File: src/rtl/paged_gpio_irq.sv
module paged_gpio_irq #(
  parameter int PORTS = 6,
  parameter int IRQ_PORTS = 3,
  localparam int W = 8 * PORTS,
  localparam int IW = 8 * IRQ_PORTS
) (
  input  logic         clk,
  input  logic         rst_n,
  input  logic [3:0]   addr,
  input  logic [7:0]   wdata,
  input  logic         wr_en,
  input  logic         rd_en,
  output logic [7:0]   rdata,
  input  logic [W-1:0] pins_in,
  output logic [W-1:0] pins_out,
  output logic         irq
);
  localparam logic [3:0] A_PEND = 4'(PORTS);
  localparam logic [3:0] A_CTRL = 4'(PORTS + 1);
  localparam logic [3:0] A_WIN  = 4'(PORTS + 2);

  logic [W-1:0]         s1, s2, out_q;
  logic [IW-1:0]        s3, pol_q, en_q, cap_q;
  logic [1:0]           page_q;
  logic [PORTS-1:0]     lock_q;
  logic [IRQ_PORTS-1:0] pend;

  wire [IW-1:0] rise = s2[IW-1:0] & ~s3;
  wire [IW-1:0] fall = ~s2[IW-1:0] & s3;
  wire [IW-1:0] ev   = en_q & ((pol_q & rise) | (~pol_q & fall));

  always_ff @(posedge clk or negedge rst_n)
    if (!rst_n) begin
      s1 <= '0;
      s2 <= '0;
      s3 <= '0;
      page_q <= 2'd0;
      lock_q <= '0;
    end else begin
      s1 <= pins_in;
      s2 <= s1;
      s3 <= s2[IW-1:0];
      if (wr_en && addr == A_CTRL) begin
        page_q <= wdata[7:6];
        lock_q <= wdata[PORTS-1:0];
      end
    end

  for (genvar p = 0; p < PORTS; p++) begin : g_port
    always_ff @(posedge clk or negedge rst_n)
      if (!rst_n) out_q[8*p +: 8] <= 8'h00;
      else if (wr_en && addr == 4'(p) && !lock_q[p]) out_q[8*p +: 8] <= wdata;
  end

  for (genvar i = 0; i < IRQ_PORTS; i++) begin : g_irq
    wire hit = wr_en && addr == A_WIN + 4'(i);
    always_ff @(posedge clk or negedge rst_n)
      if (!rst_n) begin
        pol_q[8*i +: 8] <= 8'h00;
        en_q[8*i +: 8]  <= 8'h00;
        cap_q[8*i +: 8] <= 8'h00;
      end else begin
        if (hit && page_q == 2'd1) pol_q[8*i +: 8] <= wdata;
        if (hit && page_q == 2'd2) en_q[8*i +: 8] <= wdata;
        if (hit && page_q == 2'd3)
          cap_q[8*i +: 8] <= (cap_q[8*i +: 8] & wdata) | ev[8*i +: 8];
        else
          cap_q[8*i +: 8] <= cap_q[8*i +: 8] | ev[8*i +: 8];
      end
    assign pend[i] = |cap_q[8*i +: 8];
  end

  always_comb begin
    rdata = 8'h00;
    if (rd_en) begin
      for (int p = 0; p < PORTS; p++)
        if (addr == 4'(p)) rdata = s2[8*p +: 8];
      if (addr == A_PEND) rdata = 8'(pend);
      for (int i = 0; i < IRQ_PORTS; i++)
        if (addr == A_WIN + 4'(i) && page_q == 2'd3) rdata = cap_q[8*i +: 8];
    end
  end

  assign pins_out = out_q;
  assign irq = |pend;
endmodule


File: config.mk
export PLATFORM = sky130hd
export DESIGN_NAME = paged_gpio_irq
export DESIGN_NICKNAME = d
export VERILOG_FILES = /design/src/rtl/paged_gpio_irq.sv
export SDC_FILE = /design/constraint.sdc
export NUM_CORES = 1
export LEC_CHECK = 0
export ABC_AREA = 1
export BUFFER_PORTS_ARGS = -buffer_cell sky130_fd_sc_hd__buf_2
export CAP_MARGIN = 20
export CORE_UTILIZATION = 57
export DETAILED_ROUTE_END_ITERATION = 16
export PLACE_DENSITY = 0.78
export SYNTH_ARGS = -nofsm -noshare
export SYNTH_HDL_FRONTEND = slang
export SYNTH_SLANG_ARGS = --single-unit
File: constraint.sdc
create_clock -name clk -period 1.7 [get_ports clk]
set_input_delay 0.34 -clock clk [delete_from_list [all_inputs] [get_ports clk]]
set_output_delay 0.34 -clock clk [all_outputs]
set_load 0.03 [all_outputs]
# Yosys cells after proc, flatten, opt, wreduce, memory -nomap -nowiden
# Cells that the tools add are included.
# W data, S select, Z words.
[word_totals]
wordCells = 104
out_inout_bits = 57
regBits = 248
input_bits = 64
[classes]
n_bitwise = 18
mux = 14
n_eq_ne = 13
n_reduce_logical = 39
[op_table]
columns = ["cell", "n"]
rows = [
  ["$and A24 B24 Y24", 5],
  ["$mux W8", 14],
  ["$not A24 Y24", 3],
  ["$or A8 B8 Y8", 6],
  ["$logic_and A1 B1 Y1", 28],
  ["$and A8 B8 Y8", 3],
  ["$or A24 B24 Y24", 1],
  ["$reduce_or A24 Y1", 1],
  ["$reduce_or A8 Y1", 3],
  ["$eq A4 B3 Y1 const B", 4],
  ["$eq A4 B4 Y1 const B", 3],
  ["$eq A4 B2 Y1 const B", 2],
  ["$logic_not A1 Y1", 6],
  ["$eq A2 B2 Y1 const B", 2],
  ["$eq A4 B1 Y1 const B", 1],
  ["$logic_not A4 Y1", 1],
  ["$eq A2 B1 Y1 const B", 1],
]

# Longest topological paths before layout
[depth]
ltp_word = 12
ltp_mapped = 11
ltp_nobuf = 11

# Worst setup path before layout
# OpenSTA, ideal clock, no wires.
[synth_timing]
path_kind = "input to output"
from = "input addr[2]"
to = "output rdata[1]"
slack_ns = -0.164
cell_stages = 9
arrival_ns = 1.524
path_cell_list = "nor2_1 -> nand2_1 -> nand3_1 -> nand2_1 -> nand2_1 -> nand2_1 -> nand4_1 -> nor2_1 -> nor2_1"
[synth_via]
elab_chain_cells = 12
word_cells_on_any_way = 24
classes_between = "9 x eq/ne; 11 x mux; 4 x reduce/logical"
[synth_rtl]
columns = ["element", "line", "source"]
rows = [
  ["from (decl)", "9", "input logic [3:0] addr,"],
  ["$logic_not A4 Y1", "77", "if (addr == 4'(p)) rdata = s2[8*p +: 8];"],
  ["$mux W8 (6 in series)", "77", ""],
  ["$mux W8", "78", "if (addr == A_PEND) rdata = 8'(pend);"],
  ["$mux W8 (2 in series)", "80", "if (addr == A_WIN + 4'(i) && page_q == 2'd3) rdata = cap_q[8*i +: 8];"],
  ["$mux W8 (*)", "80", ""],
  ["$mux W8 (*)", "75", "if (rd_en) begin"],
  ["to (decl)", "13", "output logic [7:0] rdata,"],
]
# Every way passes the cells marked *; elsewhere a longest branch is shown, timed or not.

# Final worst setup path
[layout_timing]
from = "register cap_q[18]"
to = "output rdata[2]"
[layout_via]
elab_chain_cells = 6
[layout_rtl]
columns = ["element", "line", "source"]
rows = [
  ["from (decl)", "23", "logic [IW-1:0] s3, pol_q, en_q, cap_q;"],
  ["from (signal, indexed assignment)", "66", "cap_q[8*i +: 8] <= (cap_q[8*i +: 8] & wdata) | ev[8*i +: 8];"],
  ["from (signal, indexed assignment)", "68", "cap_q[8*i +: 8] <= cap_q[8*i +: 8] | ev[8*i +: 8];"],
  ["$reduce_or A8 Y1", "70", "assign pend[i] = |cap_q[8*i +: 8];"],
  ["$mux W8", "78", ""],
  ["$mux W8 (2 in series)", "80", ""],
  ["$mux W8 (*)", "80", ""],
  ["$mux W8 (*)", "75", ""],
]
# Marks and branches as above.

==> results.rst <==
.. list-table::
   :header-rows: 1

   * - Metric
     - Value
   * - Final hold violations
     - 0
   * - Detail-routed net length per standard cell
     - 18.16 µm
   * - Number of top-level pins
     - 121
   * - Nature of the critical path endpoint
     - output port
   * - Violations in the final reports
     - setup timing
   * - Sort of element at the start of the critical path
     - flop
   * - End point of the most critical hold path
     - cap_q[21]
   * - Final period demand of the worst path
     - 2.203 ns
   * - DR DRC count
     - 0
   * - Combined buffer and inverter count along the critical path
     - 1
   * - CP dominant cell by count
     - nor2_2
   * - Cell count of the worst hold path
     - 3
   * - Clock H-tree levels
     - 1
   * - Worst r2r dst
     - cap_q[10]
   * - Final Hold Slack
     - 0.1152 ns
   * - Net count reported at finish
     - 1167
   * - Row Count
     - 45
   * - Top cells by area, synth
     - dfrtp_1 69%, nand2_1 7.6%, o21ai_0 7.3%
   * - Total track usage
     - 30.44%
   * - Cells after synthesis
     - 845
   * - Cell family contributing the most delay on the critical path
     - simple AND/OR/NAND/NOR gates
   * - Clock root buffer master
     - clkbuf_16
   * - Die height
     - 127.8 µm
   * - 1st-pass router iterations
     - 8
   * - Cell count after placement
     - 1225
   * - Largest area contributor in the synthesized netlist
     - dfrtp_1
   * - Worst path required time
     - 1.36 ns
   * - Post-route antenna net violation count
     - 0
   * - Number of antenna repair diodes
     - 0
   * - Hold Path Class
     - in -> reg
   * - Delay contributed by the slowest stage of the critical path
     - 0.41 ns
   * - Ratio of cells with drive above 1 in the final layout
     - 29.10%
   * - Share of the synthesized area in the top cell type
     - 68.81%
   * - Min setup slack post-route
     - -0.5026 ns
   * - Warnings from Yosys
     - 0
   * - Half-perimeter wire length after placement
     - 15760 µm
   * - Peak supply drop
     - 1122 µV
   * - Library cells used by synthesis
     - 27
   * - Utilization after layout
     - 79.12%
   * - Crit Path Class
     - reg -> out
   * - Worst-Margin Slew
     - 0.4597 ns
   * - Detailed Route Iter0 Violations
     - 604
   * - RD Place Congestion
     - 0.9145
   * - Mapped Area
     - 9019 µm²
   * - Via count of the first global-routing pass
     - 7013
   * - CP max-delay cell
     - dfrtp_1
   * - Via count of the routed design
     - 7101
   * - Number of buffers created by CTS
     - 23
   * - Sink Count
     - 248
   * - Setup repair after global routing missed its margin
     - yes
   * - Layout fillers
     - 985
   * - Total length of routed wires
     - 24110 µm
   * - Synthesized area per cell
     - 10.67 µm²
   * - Final setup violation count
     - 9
   * - Pwr/cell area
     - 1202 nW/µm²
   * - Global-route wire length before repair
     - 37110 µm
   * - Relative max-transition margin
     - 69.32%
   * - Buffer levels on the longest clock path
     - 3
   * - Clk slew on worst S/H paths
     - 0.06 ns
   * - Final Cycle Share
     - 129.6%
   * - Yosys reg bits
     - 248
   * - Clock latency of the later-clocked register in the worst-skew pair
     - 0.51 ns
   * - Setup slack of the worst register-to-register path
     - 0.15 ns
   * - Relative area change from synthesis to final layout
     - 34.35%
   * - FMAX
     - 0.4540 GHz
   * - Worst-path fanout max
     - 2
   * - Std-Cell Core Area
     - 15310 µm²
   * - Reg-to-reg critical path startpoint
     - page_q[0]
   * - Number of pins exceeding their max-slew limit in the final report
     - 0
   * - TritonCTS clock tree
     - yes
   * - Cell breakdown of the critical path
     - nor2_2 -> nand2_2 -> o21ai_1 -> nand4_1 -> nor2_2 -> nor2_4 -> buf_6
   * - Crit. path cell count
     - 7
   * - IO buf count
     - 120
   * - Non-filler instance count after layout
     - 1328
   * - Initial cell density of the core
     - 58.89%
   * - Number of antenna violations at the first check in global routing
     - 0
   * - # Max-Cap Violations
     - 0
   * - Grt ovf
     - 0
   * - Outcome
     - finished with violations
   * - Static leakage power
     - 5.873 nW
   * - Worst clock skew on the final layout
     - 0.008049 ns
   * - Path depth of the worst reg2reg path
     - 8
   * - Mapped Nets
     - 909
   * - Worst Min Path Start
     - wdata[5]
   * - Worst setup timing slack at the placement stage
     - -0.5368 ns
   * - WP data arrival
     - 1.86 ns
   * - Register area share after synthesis
     - 68.81%
   * - Via-per-instance ratio
     - 5.347
   * - Die footprint
     - 16330 µm²
   * - Chip Width
     - 127.8 µm
   * - Maximum number of pins on one net before global-route repair
     - 60
==> how the worst max path moves through the flow <==
stage / slack, ns / start / to
2_1_floorplan: -0.0009 / addr[3] / rdata[1]
3_3_place_gp: -0.52 / addr[1] / rdata[5]
3_5_place_dp: -0.54 / addr[1] / rdata[5]
4_1_cts: -0.46 / cap_q[23] / rdata[2]
5_1_grt: -0.59 / cap_q[6] / rdata[0]
6_report: -0.50 / cap_q[18] / rdata[2]
==> through the flow <==
step	TNS (ns)	power [W]	area, µm²
CTS	-3.809	0.01456	11980
global placement	-5.467	0.009165	10480
floorplan	-0.0008625	0.008286	9036
detailed placement	-5.864	0.009246	10480
finish	-3.894	0.01457	12120
global route	-4.477	0.01515	12120
==> kinds of logic (layout without fill, tap and decap cells) <==
group	count (synthesis)	count (layout)	share of synthesized area (%)
AOI/OAI and AO/OA	204	204	11.99
buffers and inverters	92	364	4.134
DFF	248	248	68.81
and+or+nand+nor	301	301	15.07
==> worst min-delay path, stage by stage <==
cell     delay, ns
buf_2         0.11
o21ai_0       0.09
nand2_1       0.05
==> sequential cells by signal, summed over array words and instances, names as in the netlist <==
register / count
cap_q: 24
s2: 48
s1: 48
lock_q: 6
s3: 24
pins_out: 48
en_q: 24
page_q: 2
pol_q: 24
==> cell usage in the layout (no fill, tap or decap), types with 7 or more instances in the layout <==
cell type	synthesis	final
a21oi_1	52	46
clkbuf_8	0	7
nand2_2	5	11
nand3b_1	16	16
dfrtp_1	248	246
o21ai_0	132	126
buf_4	0	73
nor2_1	39	31
buf_12	0	11
nor2_4	3	7
nor2_2	5	9
dlygate4sd3_1	0	49
clkbuf_16	0	23
a21o_1	8	8
nand2_1	182	173
inv_1	63	52
inv_2	6	14
buf_2	10	110
buf_6	2	11
nand3_1	32	26
==> layer usage <==
metal  vias up  track usage, %  part of all wire [%]
met4         0           10.03                   3.3
met5         -               0                     0
met2       240           51.92                    50
li1       3275               -                     -
met1      3533           40.66                    41
met3        53           4.257                   5.4
==> synthesized netlist by cell type, drive strengths merged <==
cell    number
a21o         8
nand3       32
inv         69
nand4        6
nor3         2
clkbuf      11
or2          6
and2         1
a32o         2
buf         12
a31o         6
nand3b      16
nor4         3
nand2      187
o21ai      134
dfrtp      248
nor2        48
a21oi       54
==> report_power, final <==
part / switching [W] / internal, W / leakage (nW)
Clock: 0.00211 / 0.00308 / 0.384
Sequential: 0.000421 / 0.00659 / 2.96
Combinational: 0.00149 / 0.000881 / 2.53
==> repair_timing <==
action,4_1_cts,5_1_grt
hold endpoints to repair,89,0
setup endpoints to repair,9,9
cloned,1,0
pin swaps,16,21
buffers inserted,8,7
hold buffers,49,0
resized for setup,49,35
==> area by class of cell <==
| cell class | instances | area (µm²) | share of cell area [%] |
|---|---|---|---|
| Clock inverter | 7 | 88.84 | 0.7332 |
| Timing Repair Buffer | 256 | 1976 | 16.31 |
| Sequential cell | 248 | 6208 | 51.24 |
| Multi-Input combinational cell | 505 | 2634 | 21.74 |
| Tap cell | 211 | 264.0 | 2.179 |
| Inverter | 69 | 266.5 | 2.200 |
| Clock buffer | 32 | 679.4 | 5.607 |
No activity file was read; power rests on OpenSTA's default activity.
